### config.mk
export PLATFORM = sky130hd
export DESIGN_NAME = twoway_rd_cache
export DESIGN_NICKNAME = d
export VERILOG_FILES = /design/src/rtl/c2_cache_pkg.sv /design/src/rtl/c2_line_ram.sv /design/src/rtl/c2_tag_bank.sv /design/src/rtl/c2_lru_bits.sv /design/src/rtl/twoway_rd_cache.sv
export SDC_FILE = /design/constraint.sdc
export NUM_CORES = 1
export LEC_CHECK = 0
export BUFFER_PORTS_ARGS = -buffer_cell sky130_fd_sc_hd__buf_2
export CAP_MARGIN = 5
export CORE_ASPECT_RATIO = 0.5
export CORE_MARGIN = 5
export CORE_UTILIZATION = 50
export CTS_BUF_LIST = sky130_fd_sc_hd__clkbuf_16
export DETAILED_ROUTE_END_ITERATION = 10
export HOLD_SLACK_MARGIN = 0.06
export PLACE_DENSITY = 0.66
export SYNTH_ARGS = -nofsm -noshare
export SYNTH_HDL_FRONTEND = slang
export SYNTH_HIERARCHICAL = 1
export SYNTH_SLANG_ARGS = --single-unit
export TNS_END_PERCENT = 5
### constraint.sdc
create_clock -name clk -period 30 [get_ports clk]
set_input_delay 6 -clock clk [delete_from_list [all_inputs] [get_ports clk]]
set_output_delay 6 -clock clk [all_outputs]
set_load 0.005 [all_outputs]
### src/rtl/c2_cache_pkg.sv
package c2_cache_pkg;
  typedef enum logic [1:0] {
    ST_IDLE = 2'd0,
    ST_LOOK = 2'd1,
    ST_MISS = 2'd2
  } c2_state_t;
endpackage

### src/rtl/c2_line_ram.sv
module c2_line_ram #(
  parameter int SET_W  = 2,
  parameter int LINE_W = 128
) (
  input  logic              clk,
  input  logic              re,
  input  logic [SET_W-1:0]  rd_set,
  output logic [LINE_W-1:0] rd_line,
  input  logic              we,
  input  logic [SET_W-1:0]  wr_set,
  input  logic [LINE_W-1:0] wr_line
);
  localparam int SETS = 1 << SET_W;

  logic [LINE_W-1:0] store [SETS];

  always_ff @(posedge clk) begin
    if (we) store[wr_set] <= wr_line;
    if (re) rd_line <= store[rd_set];
  end
endmodule

### src/rtl/c2_tag_bank.sv
module c2_tag_bank #(
  parameter int SET_W = 2,
  parameter int TAG_W = 10
) (
  input  logic             clk,
  input  logic             rst,
  input  logic [SET_W-1:0] rd_set,
  input  logic [TAG_W-1:0] cmp_tag,
  output logic             hit,
  output logic             vld_o,
  input  logic             we,
  input  logic [SET_W-1:0] wr_set,
  input  logic [TAG_W-1:0] wr_tag
);
  localparam int SETS = 1 << SET_W;

  logic [TAG_W-1:0] tags [SETS];
  logic [SETS-1:0]  vld;

  always_ff @(posedge clk) begin
    if (rst) vld <= '0;
    else if (we) vld[wr_set] <= 1'b1;
    if (we) tags[wr_set] <= wr_tag;
  end

  assign vld_o = vld[rd_set];
  assign hit   = vld[rd_set] && (tags[rd_set] == cmp_tag);


  empty_after_reset_chk: assert property (@(posedge clk) disable iff (rst)
    $past(rst) |-> (vld == '0));
endmodule

### src/rtl/c2_lru_bits.sv
module c2_lru_bits #(
  parameter int SET_W = 2
) (
  input  logic             clk,
  input  logic             rst,
  input  logic [SET_W-1:0] rd_set,
  output logic             evict_way,
  input  logic             upd,
  input  logic [SET_W-1:0] upd_set,
  input  logic             used_way
);
  localparam int SETS = 1 << SET_W;

  logic [SETS-1:0] bits;

  always_ff @(posedge clk) begin
    if (rst) bits <= '0;
    else if (upd) bits[upd_set] <= ~used_way;
  end

  assign evict_way = bits[rd_set];


  lru_flip_chk: assert property (@(posedge clk) disable iff (rst)
    upd |=> (bits[$past(upd_set)] != $past(used_way)));
endmodule

### src/rtl/twoway_rd_cache.sv
module twoway_rd_cache
  import c2_cache_pkg::*;
#(
  parameter int ADDR_W = 16,
  parameter int SET_W  = 2,
  parameter int OFF_W  = 4,
  parameter int BYTE_W = 8
) (
  input  logic                          clk,
  input  logic                          rst,
  input  logic                          req_valid,
  input  logic [ADDR_W-1:0]             req_addr,
  output logic                          busy,
  output logic                          rsp_valid,
  output logic [BYTE_W-1:0]             rsp_data,
  output logic                          mem_req,
  output logic [ADDR_W-OFF_W-1:0]       mem_addr,
  input  logic                          mem_valid,
  input  logic [(BYTE_W<<OFF_W)-1:0]    mem_line
);
  localparam int TAG_W  = ADDR_W - SET_W - OFF_W;
  localparam int BYTES  = 1 << OFF_W;
  localparam int LINE_W = BYTE_W * BYTES;

  c2_state_t          st;
  logic [ADDR_W-1:0]  a_q;
  logic [SET_W-1:0]   set_in, set_q;
  logic [TAG_W-1:0]   tag_q;
  logic [OFF_W-1:0]   off_q;
  logic               accept, refill, lookup_hit, hit_way, victim, lru_way;
  logic [1:0]         hit, vld, wr_en;
  logic [LINE_W-1:0]  rd_line [2];
  logic [LINE_W-1:0]  sel_line;

  assign set_in = req_addr[OFF_W +: SET_W];
  assign set_q  = a_q[OFF_W +: SET_W];
  assign tag_q  = a_q[ADDR_W-1 -: TAG_W];
  assign off_q  = a_q[OFF_W-1:0];

  assign accept     = req_valid && (st == ST_IDLE);
  assign refill     = (st == ST_MISS) && mem_valid;
  assign lookup_hit = (st == ST_LOOK) && (hit != 2'b00);
  assign hit_way    = hit[1];
  assign victim     = !vld[0] ? 1'b0 : (!vld[1] ? 1'b1 : lru_way);
  assign wr_en[0]   = refill && !victim;
  assign wr_en[1]   = refill && victim;
  assign sel_line   = hit_way ? rd_line[1] : rd_line[0];

  for (genvar w = 0; w < 2; w++) begin : g_way
    c2_tag_bank #(.SET_W(SET_W), .TAG_W(TAG_W)) u_tags (
      .clk(clk), .rst(rst), .rd_set(set_q), .cmp_tag(tag_q),
      .hit(hit[w]), .vld_o(vld[w]),
      .we(wr_en[w]), .wr_set(set_q), .wr_tag(tag_q)
    );
    c2_line_ram #(.SET_W(SET_W), .LINE_W(LINE_W)) u_data (
      .clk(clk), .re(accept), .rd_set(set_in), .rd_line(rd_line[w]),
      .we(wr_en[w]), .wr_set(set_q), .wr_line(mem_line)
    );
  end

  c2_lru_bits #(.SET_W(SET_W)) u_lru (
    .clk(clk), .rst(rst), .rd_set(set_q), .evict_way(lru_way),
    .upd(lookup_hit || refill), .upd_set(set_q),
    .used_way(refill ? victim : hit_way)
  );

  function automatic logic [BYTE_W-1:0] pick_byte(input logic [LINE_W-1:0] ln,
                                                  input logic [OFF_W-1:0] off);
    logic [BYTE_W-1:0] r;
    r = '0;
    for (int b = 0; b < BYTES; b++)
      if (off == OFF_W'(b)) r = ln[b*BYTE_W +: BYTE_W];
    return r;
  endfunction

  always_ff @(posedge clk) begin
    if (rst) begin
      st        <= ST_IDLE;
      a_q       <= '0;
      rsp_valid <= 1'b0;
      rsp_data  <= '0;
    end else begin
      rsp_valid <= 1'b0;
      case (st)
        ST_IDLE: if (req_valid) begin
          a_q <= req_addr;
          st  <= ST_LOOK;
        end
        ST_LOOK: if (hit != 2'b00) begin
          rsp_valid <= 1'b1;
          rsp_data  <= pick_byte(sel_line, off_q);
          st        <= ST_IDLE;
        end else begin
          st <= ST_MISS;
        end
        ST_MISS: if (mem_valid) begin
          rsp_valid <= 1'b1;
          rsp_data  <= pick_byte(mem_line, off_q);
          st        <= ST_IDLE;
        end
        default: st <= ST_IDLE;
      endcase
    end
  end

  assign busy     = (st != ST_IDLE);
  assign mem_req  = (st == ST_MISS);
  assign mem_addr = a_q[ADDR_W-1:OFF_W];


  dual_match_chk: assert property (@(posedge clk) disable iff (rst)
    (st == ST_LOOK) |-> !(hit[0] && hit[1]));

  miss_hold_chk: assert property (@(posedge clk) disable iff (rst)
    (mem_req && !mem_valid) |=> (mem_req && busy && $stable(mem_addr)));

  refill_rsp_chk: assert property (@(posedge clk) disable iff (rst)
    (mem_req && mem_valid) |=> (rsp_valid && !busy));

  rsp_idle_chk: assert property (@(posedge clk) disable iff (rst)
    rsp_valid |-> !busy);
endmodule

Yosys cells after proc, flatten, opt, wreduce, memory -nomap -nowiden. Memories as Yosys holds them, arrays and structs flattened. A register that Yosys moved wholly into a read port is not among the register bits. Cells that the tools add are included.

Bits in registers: 39. Bits in writable memories: 1104. Input port bits: 148. Output and inout bits: 23. Word-level logic and storage cells: 119. Memories: 4.

Memories: g_way[0].u_data.store (words 4, width 128, read ports 1, clocked after memory_dff 1, write ports 1, line c2_line_ram.sv:15) `logic [LINE_W-1:0] store [SETS];`; g_way[1].u_data.store (words 4, width 128, read ports 1, clocked after memory_dff 1, write ports 1, line c2_line_ram.sv:15); g_way[0].u_tags.tags (words 4, width 10, read ports 1, clocked after memory_dff 1, write ports 1, line c2_tag_bank.sv:17) `logic [TAG_W-1:0] tags [SETS];`; g_way[1].u_tags.tags (words 4, width 10, read ports 1, clocked after memory_dff 1, write ports 1, line c2_tag_bank.sv:17).

Magnitude comparators: 2. Equality and inequality tests: 22. Muxes and demuxes: 63. Bitwise logic cells: 3. Reduce and logical (&&, ||, !) cells: 18.

Operator list (number): 2-to-1 mux 8 bit (34); 2-to-1 mux 128 bit (1); == test 4 bit (second input constant) (8); == test 10 bit (2); == test 4 x 3 -> 1 bit (second input constant) (4); case mux 8 bit (2 select lines) (1); 2-to-1 mux 2 bit (7); 2-to-1 mux 1 bit (13); == test 4 x 2 -> 1 bit (second input constant) (2); logical AND 1 bit (8); OR 4 bit (2); binary-select mux 1 bit (select 2 bit) (3); case mux 2 bit (3 select lines) (1); nonzero test 2 bit (3); bitwise mux 4 bit (1); == test 4 x 1 -> 1 bit (second input constant) (1); zero test 4 bit (1); != test 2 x 1 -> 1 bit (second input constant) (2); AND reduction 2 bit (2); < comparator 2 x 3 -> 1 bit (second input constant) (1); AND reduction 3 bit (1); demux 1 bit (select 2 bit) (1); == test 2 x 1 -> 1 bit (second input constant) (1); == test 2 bit (second input constant) (1); 7 further kinds (7).

Longest topological paths before layout.
Depth after elaboration: 22. Mapped depth: 16. Gate-level depth less buffers: 10.

Cells and area by module. Netlist, hierarchy kept.

Modules (own cells, without submodules): c2_line_ram (times used 2, cells an instance 800, area each 22446.5 µm², sequential area each 19218.4 µm²); twoway_rd_cache (times used 1, cells an instance 676, area each 5097.4 µm², sequential area each 540.5 µm²); c2_tag_bank (times used 2, cells an instance 84, area each 1749.2 µm², sequential area each 1281.2 µm²); c2_lru_bits (times used 1, cells an instance 18, area each 205.2 µm², sequential area each 80.1 µm²).

Worst setup path before layout. No wires, ideal clock.

Path type: input port to flip-flop. Start: in mem_valid. End: mem g_way[1].u_data.store[0][0] (enable). Library setup time: 0.799 ns. Arrival time: 15.694 ns. Required time: 29.201 ns. Path slack: 13.507 ns. Stages on the path: 3. Buffers on the path: 0. Path through: nand2_1 nor2_1 nor3b_1.

Cells in the longest elaborated chain, start to end: 4.

Ends and longest elaborated chain: start, declared (line twoway_rd_cache.sv:18) `input logic mem_valid,`; logical AND 1 bit (line twoway_rd_cache.sv:41) `assign refill = (st == ST_MISS) && mem_valid;`; logical AND 1 bit (line twoway_rd_cache.sv:46) `assign wr_en[1] = refill && victim;`; net wr_en[1] (line twoway_rd_cache.sv:31) `logic [1:0] hit, vld, wr_en;`; 2-to-1 mux 1 bit (line c2_line_ram.sv:18) `if (we) store[wr_set] <= wr_line;`; 2-to-1 mux 1 bit (not written as such) (line c2_line_ram.sv:18); end, declared (line c2_line_ram.sv:15).

The timed path passes the listed nets, and every way through them passes these cells.

Worst setup path after layout.
Start: in req_addr[4]. End: reg g_way[1].u_data.rd_line[77] (read register of g_way[1].u_data.store), data pin.

RTL lines: start, declared (line twoway_rd_cache.sv:12) `input logic [ADDR_W-1:0] req_addr,`; end, declared (line c2_line_ram.sv:8) `output logic [LINE_W-1:0] rd_line,`.

No word-level cell between the ends.

==> flow_metrics.py <==
metrics = {
    "die": {
        "initial_utilization_pct": 50.1,
        "ios": 171,
        "die_w_um": 473,
        "dieArea_mm2": 0.114,
        "core_mm2": 0.107,
        "fp.dieH_um": 242,
        "core.rowCount": 85,
    },
    "routing": {
        "drt_iter0_markers": 3144,
        "postRouteAntennaNets": 0,
        "dr.pass1.iters": 6,
        "route.vias.total": 25600,
        "drc_errors": 0,
        "totalWireLength_mm": 124,
        "avgViaCountPerCell": 6.09,
        "wl_per_cell_um": 29.5,
    },
    "timing": {
        "worst_slack_ns": 20.56,
        "fin_skew_ns": 0.0312,
        "fmax_mhz": 106,
        "hold_violations": 0,
        "slew-limit-headroom_pct": 16.9,
        "tightest_slew_ns": 1.25,
        "maxSlewViolCount": 0,
        "period_share_pct": 31.5,
        "setup_tns_ns": 0,
        "rsz0062_at_grt": "false",
        "finalCriticalPeriod_ns": 9.44,
        "finalSetupViolations": 0,
        "worst_hold_slack_ns": 0.466,
    },
    "logic_synthesis": {
        "yosysWarnings": 6,
        "synth-seq-cells": 1399,
        "synth_edf_count": 1360,
        "synth_nets": 2613,
        "synth_area_leader_cell": "edfxtp_1",
        "synth_cell_types": 72,
        "syn_area_per_cell_um2": 21.8,
        "synthCells": 2462,
        "synthArstFlopShare_pct": 0,
        "synth_flop_cell": "edfxtp_1",
        "seq_area_frac_synth_pct": 77.5,
        "synth_area_leaders": "edfxtp_1, mux4_2, mux2i_1, dfxtp_1, mux4_1",
        "netlist.area_leader.share_pct": 76.1,
        "syn_area_mm2": 0.0537,
    },
    "global_route": {
        "grt_pass1_wl_mm": 181,
        "grt_max_degree": 129,
        "grt_use_total_pct": 21.6,
        "antenna_found_initial": 17,
        "grt_overflow": 0,
        "grt_pass1_vias": 25500,
    },
    "setup_path": {
        "cp.required_ns": 30.46,
        "path_max_fanout": 111,
        "endpoint": "g_way[1].u_data/rd_line[77]",
        "crit_chain": "buf_8, buf_4, buf_4, buf_12, mux4_2",
        "cp_top_family": "buffers and inverters",
        "crit_path_start_kind": "input port",
        "cp-startpoint": "req_addr[4]",
        "worstRegToRegCells": 14,
        "r2r_setup_slack_ns": 24.04,
        "crit_arrival_ns": 9.90,
        "crit_slowest_cell": "buf_4",
        "timing.rr.end": "rsp_data[4]",
        "crit_buf_inv": 4,
        "path_class": "input port to flip-flop",
        "r2r_start": "a_q[4]",
        "cp_common_cell": "buf_4",
        "path_depth": 5,
        "end_kind": "flip-flop",
        "max_stage_delay_ns": 0.83,
    },
    "final_layout": {
        "finalNonFillerCells": 4197,
        "nets": 2805,
        "syn_to_final_growth_pct": 10.9,
        "drive_gt1_share_pct": 25.9,
        "fillers": 7859,
        "stdcell_area_mm2": 0.0595,
        "regArea_mm2": 0.0416,
        "multi_input_area_mm2": 0.0110,
    },
    "clocking": {
        "post_cts_resized": 0,
        "cts_sinks": 1399,
        "hold_buffers": 0,
        "clkTransAtPathRegs_ns": 0.06,
        "cts_buffer_depth": 3,
        "insertion_delay_ns": 0.74,
        "cts.htree.levels": 3,
        "postCtsSetupBuffers": 0,
        "cts_buffers": 119,
        "cts_tree": "done",
        "cts_root_buffer": "clkbuf_16",
    },
    "placed_design": {
        "dp_hpwl_mm": 71.8,
        "placed_area_mm2": 0.0557,
        "dp_cells": 3968,
        "numPortBuffers": 170,
        "place_congestion": 0.910,
        "post-place-ws_ns": 19.73,
    },
    "hold_path": {
        "hold_class": "flip-flop to flip-flop",
    },
    "power": {
        "p_leak_nw": 18.7,
        "powerDensity_mw_per_mm2": 66.5,
        "ir_drop_v": 0.0000539,
    },
    "run_status": {
        "status": "finished clean",
    },
    "job": {
        "max_cap_viol_count": 0,
    },
}
-- cell type report --
class | count | share of cell area, %
repair buffers | 210 | 2.05
well taps | 1435 | 3.02
multi-input cells | 914 | 18.5
flip-flops and latches | 1399 | 69.9
inverters | 10 | 0.0756
clock buffers | 121 | 5.08
clock inverters | 102 | 1.33
diodes | 6 | 0.0252
-- worst min path at each step --
stage                                       from                      to  slack (ns)  cells after the start
after floorplan           g_way[0].u_tags/vld[1]  g_way[0].u_tags/vld[1]        0.43                      2
after global placement    g_way[1].u_tags/vld[2]  g_way[1].u_tags/vld[2]        0.44                      2
after detailed placement  g_way[0].u_tags/vld[2]  g_way[0].u_tags/vld[2]        0.46                      2
after CTS                 g_way[0].u_tags/vld[2]  g_way[0].u_tags/vld[2]        0.47                      2
after global routing      g_way[1].u_tags/vld[1]  g_way[1].u_tags/vld[1]        0.48                      2
final                     g_way[1].u_tags/vld[1]  g_way[1].u_tags/vld[1]        0.47                      2
-- registers in the layout, indices dropped and copies added, names as in the netlist --
register,flops
st,2
u_lru/bits,4
g_way.u_data/rd_line,256
g_way.u_data/store,1024
g_way.u_tags/tags,80
rsp_valid,1
rsp_data,8
g_way.u_tags/vld,8
a_q,16
-- worst register-to-register path: stages (launching register included) --
cell and delay, ns:
dfxtp_2 0.33, buf_4 0.52, mux4_1 0.67, xnor2_1 0.18, nand4_1 0.20, nor3_4 0.19, buf_4 0.48, buf_4 0.72
buf_4 0.73, mux2i_1 0.29, nor2_1 0.20, nor2_1 0.14, a2111oi_0 0.95, nor3_1 0.11, o221ai_1 0.21
-- cell usage after synthesis (all sizes together) (6+ instances only) --
library cell  instances
a211oi               20
a21oi                61
a221oi               12
a22oi                 8
a31oi                10
and3b                 7
buf                 104
clkbuf               35
dfxtp                39
edfxtp             1360
inv                   9
mux2                 30
mux2i                95
mux4                297
nand2                64
nand2b               10
nand3                10
nor2                 76
nor2b                15
nor3                 16
nor3b                 7
o21ai                44
o221ai                7
o22ai                21
o32ai                 6
xnor2                20
-- placed cells by master, fill, tap and decap left out, types with 11 or more instances in the layout --
cell       netlist  layout
mux2i_1         95      95
mux4_2         281     281
inv_1            9      33
o21ai_0         44      44
edfxtp_1      1360    1360
xnor2_1         20      20
a21oi_1         61      61
dfxtp_1         39      35
nor2_1          76      76
a221oi_1        12      12
a211oi_1        20      20
nand2_1         64      64
mux4_1          16      16
mux2_2          30      30
bufinv_16        0      11
nor3_1          14      14
clkinv_2         0      25
clkinv_1         1      29
buf_4           21      36
clkbuf_16        0     121
o22ai_1         20      20
buf_2           48     168
nor2b_1         15      15
-- per-layer routing --
metal  vias up  wire [um]  track usage, %
met3       196       9820            4.66
met1     13600      52300            31.8
li1      10700          -               -
met2      1081      58700            33.2
met4         4       2840            5.52
met5         -         25               0
-- stage by stage --
stage / power [W] / util [%]
3_3_place_gp: 0.00248 / 52.0
2_1_floorplan: 0.00240 / -
3_5_place_dp: 0.00249 / 52.0
4_1_cts: 0.00399 / 55.6
6_report: 0.00396 / 55.6
5_1_grt: 0.00409 / 55.6
-- power breakdown --
part / internal [W] / total (W) / switching, W
sequential: 0.00219 / 0.00221 / 0.0000216
combinational: 0.0000803 / 0.000231 / 0.000151
clock: 0.000827 / 0.00152 / 0.000688
-- logic make-up (layout without fill, tap and decap cells) --
group                      Yosys count  in the layout  synth area share (%)
buffers and inverters              149            443                  2.05
muxes                              422            422                  15.0
adders and majority gates            3              3                0.0699
other                                0              6                     0
and+or+nand+nor                    233            233                  2.15
DFF                               1399           1399                  77.5
AOI/OAI and AO/OA                  236            236                  2.93
xor gates and xnor gates            20             20                 0.326
Note: power is estimated with default switching activity, not from simulation.
